--- src/rtl/win_watchdog.sv ---
module win_watchdog #(
  parameter int FIX_DIV = 4096,
  parameter int PS_W    = 3
) (
  input  logic        clk,
  input  logic        rst_n,
  input  logic        hw_arm,
  input  logic        reg_wr,
  input  logic [1:0]  reg_addr,
  input  logic [15:0] reg_wdata,
  output logic [15:0] reg_rdata,
  output logic        wd_rst,
  output logic        ew_irq
);
  // PS_W must stay at or below 3 to fit the configuration field layout.
  localparam int FIX_W = $clog2(FIX_DIV);
  localparam int PRE_N = (1 << PS_W) - 1;
  localparam logic [6:0] CNT_INIT = 7'h7F;
  localparam logic [6:0] WARN_AT  = 7'h41;
  localparam logic [6:0] LAST_OK  = 7'h40;

  logic [FIX_W-1:0] fix_q;
  logic [PRE_N-1:0] pre_q;
  logic [6:0]       cnt_q, win_q;
  logic [PS_W-1:0]  psel_q;
  logic             ewen_q, flag_q, arm_q;

  wire wr_ctrl = reg_wr && (reg_addr == 2'd0);
  wire wr_cfg  = reg_wr && (reg_addr == 2'd1);
  wire wr_stat = reg_wr && (reg_addr == 2'd2);

  wire arm_eff = arm_q | hw_arm;
  wire arm_nxt = arm_eff | (wr_ctrl & reg_wdata[7]);

  wire [PRE_N-1:0] ps_mask = (PRE_N'(1) << psel_q) - PRE_N'(1);
  wire base_tick = (fix_q == FIX_W'(FIX_DIV - 1));
  wire tick      = base_tick && ((pre_q & ps_mask) == ps_mask);

  wire bad_write = wr_ctrl && arm_nxt && ((cnt_q > win_q) || !reg_wdata[6]);
  wire expire    = !wr_ctrl && tick && arm_eff && (cnt_q == LAST_OK);
  wire warn_set  = !wr_ctrl && tick && (cnt_q == WARN_AT);

  wire unused_bits = ^reg_wdata[15:11];

  always_ff @(posedge clk) begin
    if (!rst_n) begin
      fix_q  <= '0;
      pre_q  <= '0;
      cnt_q  <= CNT_INIT;
      win_q  <= CNT_INIT;
      psel_q <= '0;
      ewen_q <= 1'b0;
      flag_q <= 1'b0;
      arm_q  <= 1'b0;
      wd_rst <= 1'b0;
    end else begin
      fix_q <= base_tick ? '0 : fix_q + FIX_W'(1);
      if (base_tick) pre_q <= pre_q + PRE_N'(1);

      if (wr_ctrl)   cnt_q <= reg_wdata[6:0];
      else if (tick) cnt_q <= cnt_q - 7'd1;

      if (wr_ctrl && reg_wdata[7]) arm_q <= 1'b1;

      if (wr_cfg) begin
        win_q  <= reg_wdata[6:0];
        psel_q <= reg_wdata[7 +: PS_W];
        ewen_q <= reg_wdata[10];
      end

      if (warn_set)                        flag_q <= 1'b1;
      else if (wr_stat && !reg_wdata[0])   flag_q <= 1'b0;

      wd_rst <= bad_write | expire;
    end
  end

  assign ew_irq = flag_q & ewen_q;

  always_comb begin
    reg_rdata = '0;
    case (reg_addr)
      2'd0: reg_rdata[7:0] = {arm_eff, cnt_q};
      2'd1: begin
        reg_rdata[6:0]         = win_q;
        reg_rdata[7 +: PS_W]   = psel_q;
        reg_rdata[10]          = ewen_q;
      end
      2'd2: reg_rdata[0] = flag_q;
      default: reg_rdata = '0;
    endcase
  end
endmodule

--- config.mk ---
export PLATFORM = sky130hd
export DESIGN_NAME = win_watchdog
export DESIGN_NICKNAME = d
export VERILOG_FILES = /design/src/rtl/win_watchdog.sv
export SDC_FILE = /design/constraint.sdc
export NUM_CORES = 1
export LEC_CHECK = 0
export BUFFER_PORTS_ARGS = -buffer_cell sky130_fd_sc_hd__buf_4
export CORE_MARGIN = 10
export CORE_UTILIZATION = 50
export DETAILED_ROUTE_END_ITERATION = 8
export PLACE_DENSITY = 0.75
export SYNTH_ARGS = -nofsm -noshare
export SYNTH_HDL_FRONTEND = slang
export SYNTH_SLANG_ARGS = --single-unit
--- constraint.sdc ---
create_clock -name clk -period 1.7 [get_ports clk]
set_input_delay 0.085 -clock clk [delete_from_list [all_inputs] [get_ports clk]]
set_output_delay 0.085 -clock clk [all_outputs]
set_load 0.01 [all_outputs]
After elaboration in Yosys (flattened, before gate mapping). Index checks and enable logic that the tools add are counted.

Bits in registers: 40. Input bits: 22. Output and inout port bits: 18. Word-level logic and storage cells: 55.

$add $sub $neg: 4. $lt $le $gt $ge: 1. Equal/unequal tests: 6. Shift-type cells: 1. Muxes and demuxes: 7. Bitwise logic cells: 7. Reductions and logical operators: 20.

Operators by type and width (count): $eq 7x7->1 const B (2); $mux 7 (2); $pmux 7 s2 (1); $add 12x1->12 const B (1); $eq 12x12->1 const B (1); $logic_and 1x1->1 (12); $add 7x1->7 const B (1); $and 7x7->7 (1); $eq 7x7->1 (1); $gt 7x7->1 (1); $shl 1x3->7 const A (1); $sub 7x1->7 const B (1); $sub 7x2->7 const B (1); $reduce_bool 2->1 (2); $logic_not 1->1 (3); $mux 3 (1); $or 1x1->1 (3); $pmux 1 s3 (1); $and 1x1->1 (2); $eq 2x1->1 const B (1); $eq 2x2->1 const B (1); $logic_not 2->1 (1); $mux 1 (2); $reduce_or 2->1 (1); other kinds (2) (2).

Longest topological paths before layout. Gate-level depths: netlist (run 1).

Depth after elaboration: 9. Mapped depth: 8. Mapped depth without buffers: 8.

Worst setup path before layout (run 1). Ideal clock, no wire load.

Path type: register to register. From: reg fix_q[0]. To: reg pre_q[6]. Library setup time: 0.070 ns. Data arrival time: 1.609 ns. Required time: 1.630 ns. Setup slack: 0.021 ns. Stages on the path, launching flop included: 9. Path buffers: 2. Clock period less this slack: 1.679 ns. Cells stage by stage: dfxtp_1 ha_1 and3_1 buf_2 and3_4 buf_6 nand4_2 nor4_1 o21bai_1.

Cells in the longest elaborated chain, start to end: 1.

RTL lines: start, declared (RTL line 22) `logic [FIX_W-1:0] fix_q;`; start signal, assigned (RTL line 57) `fix_q <= base_tick ? '0 : fix_q + FIX_W'(1);`; $eq 12x12->1 (RTL line 36) `wire base_tick = (fix_q == FIX_W'(FIX_DIV - 1));`; end signal, assigned (RTL line 58) `if (base_tick) pre_q <= pre_q + PRE_N'(1);`; end, declared (RTL line 23) `logic [PRE_N-1:0] pre_q;`.

Every way passes these cells. A chain may end at the register's enable or synchronous reset.

Worst setup path after layout (run 1).
From: reg pre_q[5]. To: reg cnt_q[5].

Cells in the longest elaborated chain, start to end: 4.

RTL lines: $and 7x7->7 (RTL line 37) `wire tick = base_tick && ((pre_q & ps_mask) == ps_mask);`; $eq 7x7->1 (RTL line 37); $logic_and 1x1->1 (RTL line 37); $reduce_bool 2->1 (no source line); end signal, assigned (RTL line 60) `if (wr_ctrl) cnt_q <= reg_wdata[6:0];`; end signal, assigned (RTL line 61) `else if (tick) cnt_q <= cnt_q - 7'd1;`; end, declared (RTL line 24) `logic [6:0] cnt_q, win_q;`.

Every way passes these cells.

==> impl_summary.txt, run 1 <==
----------------------------------------------------
[Worst setup path]
  Crit path capture type ... register
  Maximum fanout along the worst path ... 4
  Type of origin of the critical path ... register
  Crit path arrival time ... 1.78 ns
  Critical-path cell list ... nand2_2 > and3_4 > a221oi_4 > buf_4 > nand4_1 > xor2_1 > o211ai_1
  Kind of critical path ... reg2reg
  CP max stage delay ... 0.35 ns
  Category of cells accounting for the largest share of critical-path delay ... simple AND/OR/NAND/NOR gates
  WP buf/inv ... 1
  Crit path required time ... ~1.9 ns
  Critical-path top delay cell ... sky130_fd_sc_hd__dfxtp_2

[Final layout]
  Count of inserted antenna diode cells ... 0
  Final-stage net count ... 351
  Post-route cell area ... approximately 2800 um2
  Area growth, synth to finish ... 22.6%
  Layout cell share with drive strength beyond 1 ... 0.257
  Share of the core filled with cells in the final layout ... 0.633
  Number of standard cells in the final layout excluding fillers ... between 300 and 400

[Detailed routing]
  DRC violation count after routing ... 0
  First-iteration detailed-routing DRC count ... 85
  Detail-routed via count per cell ... 5.42
  Detailed-routing iteration count for the pre-antenna-repair pass ... 4
  Number of antenna-violating nets in the routed design ... 0
  Via count ... approximately 2.0k
  Final Routed Wirelength ... between 5 and 6 mm
  Routed wirelength normalized by instance count ... about 15 um

[Timing]
  Hold Worst Slack ... 0.0144 ns
  Pins Over Slew Limit ... 0
  Final setup fails ... 0
  Setup TNS ... 0 ns
  Number of hold violations in the final report ... 0
  Final min period ... roughly 1.6 ns
  Clock Skews ... about 0.0033 ns
  Transition time at the pin with the least slew margin ... around 0.54 ns
  Final worst setup slack ... about 0.089 ns
  RSZ-0062 raised after global routing ... no
  Final clock period utilization by the worst path ... 0.948
  Max-Slew Margin vs Limit ... 0.637
  Max Fclk ... around 620 MHz

[Place]
  Sum of net half-perimeters after detailed placement ... approximately 4.1 mm
  Cell Count Post-Placement ... 357
  Number of buffers inserted by port buffering ... 29
  Worst slack, placed ... 0.0621 ns
  Placer Congestion ... just under 0.9
  Post-DP Area ... roughly 2600 um2

[Floorplan]
  Placeable Area ... ~4400 um2
  Starting density of the core ... 0.516
  Floorplan die width ... between 80 and 90 um
  Num rows ... 24
  Floorplan die height ... 87.3 um
  Floorplan die area ... ~7600 um2
  Number of top-level pins ... 40

[Logic synthesis]
  Post-synth EDFFs ... 0
  Unique cell type count in the Yosys netlist ... between 50 and 60
  Cells after Synth ... approximately 270
  Prevailing post-synth register cell ... sky130_fd_sc_hd__dfxtp_1
  Average size of a mapped cell ... between 8 and 9 um2
  Yosys warns ... 0
  FF+latch count, synth ... 40
  Fraction of the yosys area taken by sequential cells ... 0.354
  Leading area contributor after synthesis ... sky130_fd_sc_hd__dfxtp_1
  Cell area after technology mapping ... 2260 um2
  Synth top area cells ... sky130_fd_sc_hd__dfxtp_1, sky130_fd_sc_hd__nor2_1, sky130_fd_sc_hd__ha_1
  Async set-reset flop share out of synthesis ... 0
  Area share of the largest cell type after synthesis ... 0.354

[Global route]
  Vias in the first global route ... between 1.5k and 2k
  Pin count of the biggest net entering global routing ... 22
  Global-route wire length before repair ... ~9.2 mm
  Total routing usage reported by global routing ... 0.146
  Sum of overflow across all layers after global routing ... 0
  Initial antenna violation count ... 0

[CTS]
  Clock root buffer ... sky130_fd_sc_hd__clkbuf_8
  Number of buffers added by the clock tree synthesis step ... 5
  Hold-fix buffers at CTS ... 0
  Buffer depth of the longest clock path ... 2
  CTS H-tree depth ... 2
  Number of sinks handled by clock tree synthesis ... 40
  Register clock-pin slew on the reported worst setup and hold paths ... approximately 0.080 ns
  Insertion delay of the later-clocked pin in the worst-skew pair ... around 0.29 ns
  CTS tree ... done

[Job]
  Max-Cap Viols ... 0

[Power]
  PwrDens ... a little under 700 nW/um2
  Static Leak ... between 1 and 1.5 nW
  Net switching share of the total power ... 0.267
  Total net switching power ... roughly 0.51 mW
  Post-layout power ... approximately 1.9 mW
  Clock network fraction of design power ... 0.348
  Sequential share of power ... 0.515
  Internal Dissipation ... about 1.4 mW
  Peak VDD IR ... 0.496 mV
  Combinational share of power ... 0.137

[Min path]
  Worst min path class ... in2reg

[Run status]
  Run status ... completed

----------------------------------------------------
## Yosys cell counts (2+ instances only)
library cell and n:
sky130_fd_sc_hd__a21oi_1 12, sky130_fd_sc_hd__a31oi_1 2, sky130_fd_sc_hd__and2_1 6, sky130_fd_sc_hd__and3_1 2, sky130_fd_sc_hd__and3_4 2, sky130_fd_sc_hd__buf_1 4, sky130_fd_sc_hd__buf_2 2, sky130_fd_sc_hd__buf_4 5
sky130_fd_sc_hd__clkbuf_1 3, sky130_fd_sc_hd__dfxtp_1 40, sky130_fd_sc_hd__ha_1 11, sky130_fd_sc_hd__inv_1 16, sky130_fd_sc_hd__mux2i_1 9, sky130_fd_sc_hd__nand2_1 27, sky130_fd_sc_hd__nand3_1 11, sky130_fd_sc_hd__nand3_4 2
sky130_fd_sc_hd__nand4_1 13, sky130_fd_sc_hd__nor2_1 38, sky130_fd_sc_hd__nor2b_1 2, sky130_fd_sc_hd__nor3_1 8, sky130_fd_sc_hd__nor4_1 2, sky130_fd_sc_hd__o211ai_1 7, sky130_fd_sc_hd__o211ai_2 2, sky130_fd_sc_hd__o21ai_0 4
sky130_fd_sc_hd__or3_1 2, sky130_fd_sc_hd__xnor2_1 6, sky130_fd_sc_hd__xor2_1 10
## cell usage in the layout, fill, tap and decap left out, drive strengths merged, types with 5 or more instances in the layout
master and instances:
inv 17, a21oi 12, mux2i 9, xnor2 6
nand2 28, ha 11, o21ai 6, dfxtp 40
o211ai 9, buf 49, nand4 14, xor2 10
clkbuf 6, and2 6, nor3 8, and3 6
nand3 13, nor2 39, conb 5
## worst reg2reg max path: stages, from the launching register on
cell	delay, ns
sky130_fd_sc_hd__dfxtp_2	0.35
sky130_fd_sc_hd__nand2_2	0.07
sky130_fd_sc_hd__and3_4	0.19
sky130_fd_sc_hd__a221oi_4	0.29
sky130_fd_sc_hd__buf_4	0.19
sky130_fd_sc_hd__nand4_1	0.12
sky130_fd_sc_hd__xor2_1	0.19
sky130_fd_sc_hd__o211ai_1	0.09
## metal layers
| metal | vias to the layer above | GRT usage | share of wire |
|---|---|---|---|
| li1 | 1030 | - | - |
| met1 | 937 | 0.175 | 0.45 |
| met2 | 36 | 0.251 | 0.50 |
| met3 | 6 | 0.0346 | 0.037 |
| met4 | 0 | 0.0420 | 0.0097 |
| met5 | - | 0 | 0 |
## state kept, by name, summed over array words and instances, names as in the netlist
register / count
wd_rst: 1
pre_q: 7
psel_q: 3
flag_q: 1
fix_q: 12
arm_q: 1
cnt_q: 7
win_q: 7
ewen_q: 1
## final cells by class
type	instances	area (um2)
Multi-Input combinational cell	205	1370
Timing Repair Buffer	49	368
Tap cell	52	65.1
Sequential cell	40	811
Clock inverter	2	10.0
Inverter	17	66.3
Clock buffer	6	82.6
Fill cell	385	1610
## worst paths after layout
kind	start	to	slack [ns]	cells after the start
max reg2reg	pre_q[5]	cnt_q[5]	0.09	7
min	reg_wdata[1]	cnt_q[1]	0.01	3
max	pre_q[5]	cnt_q[5]	0.09	7
min reg2reg	ewen_q	ewen_q	0.48	2
## power groups by stage
stage | registers (mW) | clock network (mW) | logic (mW)
after floorplan | 1.01 | 0 | 0.165
after global placement | 1.01 | 0 | 0.259
after detailed placement | 1.01 | 0 | 0.262
after CTS | 0.992 | 0.675 | 0.263
after global routing | 0.995 | 0.711 | 0.299
final | 0.991 | 0.670 | 0.265
## cell families (layout without fill, tap and decap cells)
family                   count (synthesis)  in the layout  synth area share
AND/OR/NAND/NOR                        125            126             0.289
flip-flops                              40             40             0.354
AO/OA/AOI/OAI                           37             37             0.121
buffers and inverters                   32             74            0.0658
XOR/XNOR                                16             16            0.0619
adder cells (fa/ha/maj)                 11             11            0.0608
multiplexers                            10             10            0.0464
other                                    1              5           0.00166
## repair_timing
| action | in CTS | in global routing |
|---|---|---|
| gates resized for setup | 0 | 13 |
| setup buffers | 0 | 5 |
| endpoints found under the setup margin | 0 | 7 |
Note: power is estimated with default switching activity, not from simulation.
==> inputs of run 2 (changes only) <==
PLACE_DENSITY = 0.73   (was 0.75)
clock period = 1.82 ns   (was 1.7 ns; I/O delays follow)
==> run 2 against run 1 <==
Compared with the run above:
- critical endpoint is now cnt_q[1]
- flip-flop and latch count stayed put
- sequential power is 6.4% lower
- clock power is 5.7% higher
- largest power group unchanged
- setup slack better by 0.029 ns
- global-route usage is 0.57 points lower
- power is 2.5% lower
- design area is 3.8% lower
==> impl_summary.txt, run 2 (synthesized netlist as in run 1, its figures left out) <==
----------------------------------------------------
[Final layout]
  Top library cells by usage in the layout, fill and taps aside ... sky130_fd_sc_hd__buf_4, sky130_fd_sc_hd__dfxtp_1, sky130_fd_sc_hd__nor2_1
  Leading cell type in the layout, fill and taps excluded ... sky130_fd_sc_hd__buf_4
  Register with the highest flop count ... fix_q
  Layout cell share with drive strength beyond 1 ... 0.204 (-0.0532)
  Combined area of the multi-input logic cells ... 1330 um2 (-3.1%)
  Total of fill cells in the finished design ... 396 (+2.9%)
  Area growth, synth to finish ... 17.9%
  Post-route cell area ... 2670 um2 (-3.8%)
  Count of inserted antenna diode cells ... 0 (unchanged)
  Max FFs per register ... 12 (unchanged)
  Share of the core filled with cells in the final layout ... 0.608 (-0.0243)
  Final-stage net count ... 341 (-2.8%)
  Number of standard cells in the final layout excluding fillers ... 361 (-2.7%)
  Area of all sequential standard cells ... 802 um2 (-1.1%)

[Worst setup path]
  Type of origin of the critical path ... register
  Crit path launch ... fix_q[0]
  End of the worst register-to-register path ... cnt_q[1]
  Crit path arrival time ... 1.92 ns (+0.14 ns)
  Worst reg2reg startpoint ... fix_q[0]
  Crit path capture type ... register
  Reg2Reg Depth ... 6 (-1)
  Worst Setup EP ... cnt_q[1]
  Kind of critical path ... reg2reg
  Crit path required time ... 2.04 ns (+0.17 ns)
  Maximum fanout along the worst path ... 13 (+9)
  Worst R2R Setup Slack ... 0.12 ns (+0.03 ns)

[CTS]
  Hold-fix buffers at CTS ... 0 (unchanged)
  Insertion delay of the later-clocked pin in the worst-skew pair ... 0.29 ns (about the same)
  CTS H-tree depth ... 2 (unchanged)
  Number of buffers added by the clock tree synthesis step ... 5 (unchanged)
  Clock root buffer ... sky130_fd_sc_hd__clkbuf_8
  CTS tree ... done
  Buffer depth of the longest clock path ... 2 (unchanged)
  Register clock-pin slew on the reported worst setup and hold paths ... 0.07 ns (about the same)
  Number of sinks handled by clock tree synthesis ... 40 (unchanged)

[Floorplan]
  Num rows ... 24 (unchanged)
  Starting density of the core ... 0.516 (unchanged)
  Number of top-level pins ... 40 (unchanged)
  Floorplan die area ... 7620 um2 (unchanged)
  Floorplan die width ... 87.3 um (unchanged)
  Floorplan die height ... 87.3 um (unchanged)
  Placeable Area ... 4380 um2 (unchanged)

[Timing]
  Final clock period utilization by the worst path ... 0.936 (-0.0123)
  Number of hold violations in the final report ... 0 (unchanged)
  Final min period ... 1.70 ns (+0.0914 ns)
  Transition time at the pin with the least slew margin ... 0.507 ns (-0.0378 ns)
  Max-Slew Margin vs Limit ... 0.662 (+0.0252)
  Final setup fails ... 0 (unchanged)
  Max Fclk ... 587 MHz (-5.4%)
  Hold Worst Slack ... 0.0361 ns (+0.0217 ns)
  Pins Over Slew Limit ... 0 (unchanged)
  Clock Skews ... 0.00651 ns (+0.00317 ns)

[Detailed routing]
  Number of antenna-violating nets in the routed design ... 0 (unchanged)
  Detail-routed via count per cell ... 5.44 (+0.47%)
  First-iteration detailed-routing DRC count ... 123 (+45%)
  Final Routed Wirelength ... 5.14 mm (-6.1%)
  Routed wirelength normalized by instance count ... 14.2 um (-3.5%)
  Via count ... 1964 (-2.2%)
  Detailed-routing iteration count for the pre-antenna-repair pass ... 4 (unchanged)
  DRC violation count after routing ... 0 (unchanged)

[Global route]
  Vias in the first global route ... 1943 (-0.72%)
  Initial antenna violation count ... 0 (unchanged)
  Pin count of the biggest net entering global routing ... 23 (+4.5%)
  Total routing usage reported by global routing ... 0.140 (-0.00566)
  Global-route wire length before repair ... 8.80 mm (-3.9%)
  Sum of overflow across all layers after global routing ... 0 (unchanged)

[Min path]
  Number of instances on the worst hold path ... 3 (unchanged)
  Worst min path class ... in2reg

[Run status]
  Run status ... completed

[Job]
  Max-Cap Viols ... 0 (unchanged)

[Place]
  Post-DP Area ... 2520 um2 (-2.6%)
  Placer Congestion ... 0.837 (-4.0%)
  Number of buffers inserted by port buffering ... 29 (unchanged)
  Cell Count Post-Placement ... 348 (-2.5%)
  Sum of net half-perimeters after detailed placement ... 3.84 mm (-5.5%)

[Power]
  PwrDens ... 704 nW/um2 (+1.4%)
  Static Leak ... 1.15 nW (-4.8%)
  Peak VDD IR ... 0.407 mV (-18%)

----------------------------------------------------
-- run 2: worst min path at each step --
stage,start,to
2_1_floorplan,reg_wdata[0],win_q[0]
3_3_place_gp,reg_wdata[1],cnt_q[1]
3_5_place_dp,reg_wdata[0],win_q[0]
4_1_cts,reg_wdata[5],cnt_q[5]
5_1_grt,reg_wdata[0],win_q[0]
6_report,reg_wdata[5],cnt_q[5]
-- run 2: routing by layer --
layer,up-vias,track usage,wire (um)
met5,-,0,0
met4,0,0.0609,85
met3,9,0.0393,265
met2,37,0.239,2510
met1,906,0.158,2280
li1,1012,-,-
-- run 2: what timing repair did --
item,CTS,global route
setup endpoints to repair,0,3
resized for setup,0,1
buffers inserted,0,5
-- run 2: cell type report --
type / count / share of cell area
Timing Repair Buffer: 40 / 0.113
Multi-Input combinational cell: 204 / 0.498
Clock inverter: 2 / 0.0131
Clock buffer: 6 / 0.0272
Tap cell: 52 / 0.0244
Sequential cell: 40 / 0.301
Inverter: 17 / 0.0239
-- run 2: critical path, stage by stage, from the launching register on --
cell,delay [ns]
sky130_fd_sc_hd__dfxtp_1,0.38
sky130_fd_sc_hd__ha_1,0.19
sky130_fd_sc_hd__and3_1,0.19
sky130_fd_sc_hd__and3_4,0.29
sky130_fd_sc_hd__nand3_4,0.11
sky130_fd_sc_hd__mux2_4,0.32
sky130_fd_sc_hd__o211ai_2,0.14
-- run 2: per-stage QoR --
step	TNS, ns	power (mW)	setup slack, ns
3_3_place_gp	0	1.18	0.179
6_report	0	1.88	0.117
4_1_cts	0	1.89	0.115
3_5_place_dp	0	1.18	0.130
5_1_grt	-0.00166	1.97	-0.00166
2_1_floorplan	0	1.10	0.141
-- run 2: power breakdown --
part	switching (mW)	internal [mW]
Sequential	0.0265	0.901
Combinational	0.130	0.112
Clock	0.301	0.407
==> inputs of run 3 (changes only) <==
CORE_UTILIZATION = 56   (was 50)
PLACE_DENSITY = 0.8   (was 0.73)
==> run 3 against run 2 <==
Compared with the run above:
- non-clock buffer count decreased by 2
- die area down 8.3%
- cell count is 1.1% lower
- fmax shrank 1.0%
- sequential share of layout area rose by 0.052 points
- first-iteration DRC count increased by 2.4%
- setup slack lost 0.017 ns
- wire length up 1.7%
- clock power is 5.2% higher
- register-to-register slack got worse by 0.02 ns
- critical path depth down 1
- critical path type unchanged
- largest cell class unchanged
- highest routed layer unchanged
==> impl_summary.txt, run 3 (synthesized netlist as in run 1, its figures left out) <==
----------------------------------------------------
[Run status]
  Run status ... completed

[Worst setup path]
  Critical-path cell list ... o211ai_2 > a221oi_4 > nand4_1 > nor4b_1 > a311oi_2
  WP buf/inv ... 0 (unchanged)
  Critical-path top delay cell ... sky130_fd_sc_hd__dfxtp_1
  Crit path arrival time ... 1.95 ns (+0.03 ns)
  Crit path required time ... 2.05 ns (about the same)
  Maximum fanout along the worst path ... 8 (-5)
  Type of origin of the critical path ... register
  Kind of critical path ... reg2reg
  Category of cells accounting for the largest share of critical-path delay ... compound AO/OA/AOI/OAI gates
  CP max stage delay ... 0.46 ns (+0.08 ns)
  Crit path capture type ... register

[Timing]
  Final setup fails ... 0 (unchanged)
  Pins Over Slew Limit ... 0 (unchanged)
  Hold Worst Slack ... 0.00897 ns (-0.0271 ns)
  RSZ-0062 raised after global routing ... no
  Clock Skews ... 0.0109 ns (+0.00437 ns)
  Max Fclk ... 581 MHz (-1.0%)
  Number of hold violations in the final report ... 0 (unchanged)
  Final min period ... 1.72 ns (+0.0174 ns)
  Max-Slew Margin vs Limit ... 0.619 (-0.0429)
  Transition time at the pin with the least slew margin ... 0.571 ns (+0.0644 ns)
  Setup TNS ... 0 ns (unchanged)
  Final clock period utilization by the worst path ... 0.945 (+0.00955)

[Final layout]
  Leading cell type in the layout, fill and taps excluded ... sky130_fd_sc_hd__dfxtp_1
  Layout cell share with drive strength beyond 1 ... 0.202 (-0.00193)
  Register with the highest flop count ... fix_q
  Area growth, synth to finish ... 17.5%
  Final-stage net count ... 339 (-0.59%)
  Max FFs per register ... 12 (unchanged)
  Count of inserted antenna diode cells ... 0 (unchanged)
  Total of fill cells in the finished design ... 337 (-15%)
  Number of standard cells in the final layout excluding fillers ... 357 (-1.1%)
  Top library cells by usage in the layout, fill and taps aside ... sky130_fd_sc_hd__dfxtp_1, sky130_fd_sc_hd__nor2_1, sky130_fd_sc_hd__buf_4

[Floorplan]
  Number of top-level pins ... 40 (unchanged)
  Placeable Area ... 3940 um2 (-10%)
  Floorplan die height ... 83.6 um (-4.2%)
  Num rows ... 23 (-4.2%)
  Starting density of the core ... 0.574 (+0.0578)
  Floorplan die width ... 83.6 um (-4.2%)
  Floorplan die area ... 6980 um2 (-8.3%)

[CTS]
  CTS H-tree depth ... 2 (unchanged)
  CTS tree ... done
  Insertion delay of the later-clocked pin in the worst-skew pair ... 0.31 ns (+0.02 ns)
  Register clock-pin slew on the reported worst setup and hold paths ... 0.08 ns (about the same)
  Hold-fix buffers at CTS ... 0 (unchanged)
  Number of buffers added by the clock tree synthesis step ... 5 (unchanged)
  Clock root buffer ... sky130_fd_sc_hd__clkbuf_8
  Number of sinks handled by clock tree synthesis ... 40 (unchanged)
  Buffer depth of the longest clock path ... 2 (unchanged)

[Detailed routing]
  First-iteration detailed-routing DRC count ... 126 (+2.4%)
  Routed wirelength normalized by instance count ... 14.6 um (+2.8%)
  Via count ... 1981 (+0.87%)
  DRC violation count after routing ... 0 (unchanged)
  Final Routed Wirelength ... 5.23 mm (+1.7%)
  Number of antenna-violating nets in the routed design ... 0 (unchanged)
  Detail-routed via count per cell ... 5.55 (+2.0%)
  Detailed-routing iteration count for the pre-antenna-repair pass ... 4 (unchanged)

[Global route]
  Vias in the first global route ... 1989 (+2.4%)
  Global-route wire length before repair ... 8.93 mm (+1.5%)
  Initial antenna violation count ... 0 (unchanged)
  Total routing usage reported by global routing ... 0.149 (+0.00867)
  Sum of overflow across all layers after global routing ... 0 (unchanged)
  Pin count of the biggest net entering global routing ... 23 (unchanged)

[Min path]
  Worst min path class ... in2reg

[Job]
  Max-Cap Viols ... 0 (unchanged)

[Place]
  Sum of net half-perimeters after detailed placement ... 3.89 mm (+1.2%)
  Number of buffers inserted by port buffering ... 29 (unchanged)
  Cell Count Post-Placement ... 347 (-0.29%)
  Placer Congestion ... 0.881 (+5.2%)

[Power]
  Peak VDD IR ... 0.502 mV (+23%)
  PwrDens ... 718 nW/um2 (+2.0%)
  Static Leak ... 1.14 nW (-0.75%)

----------------------------------------------------
[run 3: changes by cell type in the layout (fill, tap and decap cells not counted), sizes merged]
cell      before  now
clkbuf         6    5
buf           40   38
clkinvlp       0    1
[run 3: per-stage QoR]
step | total power [mW] | utilization | instance area (um2) | worst slack, ns
2_1_floorplan | 1.10 | - | 2280 | 0.141
3_3_place_gp | 1.18 | 0.641 | 2530 | 0.176
3_5_place_dp | 1.18 | 0.641 | 2530 | 0.125
4_1_cts | 1.92 | 0.669 | 2640 | 0.110
5_1_grt | 1.98 | 0.674 | 2660 | 0.00294
6_report | 1.91 | 0.674 | 2660 | 0.100
[run 3: report_power, final]
group / switching, mW / leakage (nW) / internal (mW)
Sequential: 0.0267 / 0.325 / 0.901
Combinational: 0.129 / 0.761 / 0.108
Clock: 0.339 / 0.0541 / 0.406
[run 3: final timing paths]
path | start | to | slack [ns] | depth (start not counted)
setup / recovery | pre_q[1] | cnt_q[2] | 0.10 | 5
hold / removal | reg_wdata[1] | cnt_q[1] | 0.009 | 3
setup reg to reg | pre_q[1] | cnt_q[2] | 0.10 | 5
hold reg to reg | ewen_q | ewen_q | 0.47 | 2
[run 3: cell type report]
| class | count | area (um2) | share of cell area |
|---|---|---|---|
| repair buffers | 38 | 285 | 0.107 |
| multi-input cells | 204 | 1340 | 0.502 |
| clock buffers | 5 | 68.8 | 0.0259 |
| well taps | 50 | 62.6 | 0.0235 |
| flip-flops and latches | 40 | 801 | 0.301 |
| clock inverters | 3 | 42.5 | 0.0160 |
| inverters | 17 | 63.8 | 0.0240 |
[run 3: timing repair]
item / CTS / global route
resized for setup: 0 / 1
setup endpoints to repair: 0 / 2
setup buffers: 0 / 2
[run 3: worst min-delay path, delay by kind of cell]
kind	cells	cell delay, ns
buf+inv	1	0.08
compound gates	1	0.06
simple gates	1	0.05
[run 3: layer usage]
| metal | wire [um] | up-vias | track usage | part of all wire |
|---|---|---|---|---|
| li1 | - | 1005 | - | - |
| met1 | 2230 | 927 | 0.155 | 0.43 |
| met2 | 2640 | 37 | 0.271 | 0.51 |
| met3 | 253 | 12 | 0.0439 | 0.048 |
| met4 | 106 | 0 | 0.0594 | 0.020 |
| met5 | 0 | - | 0 | 0 |
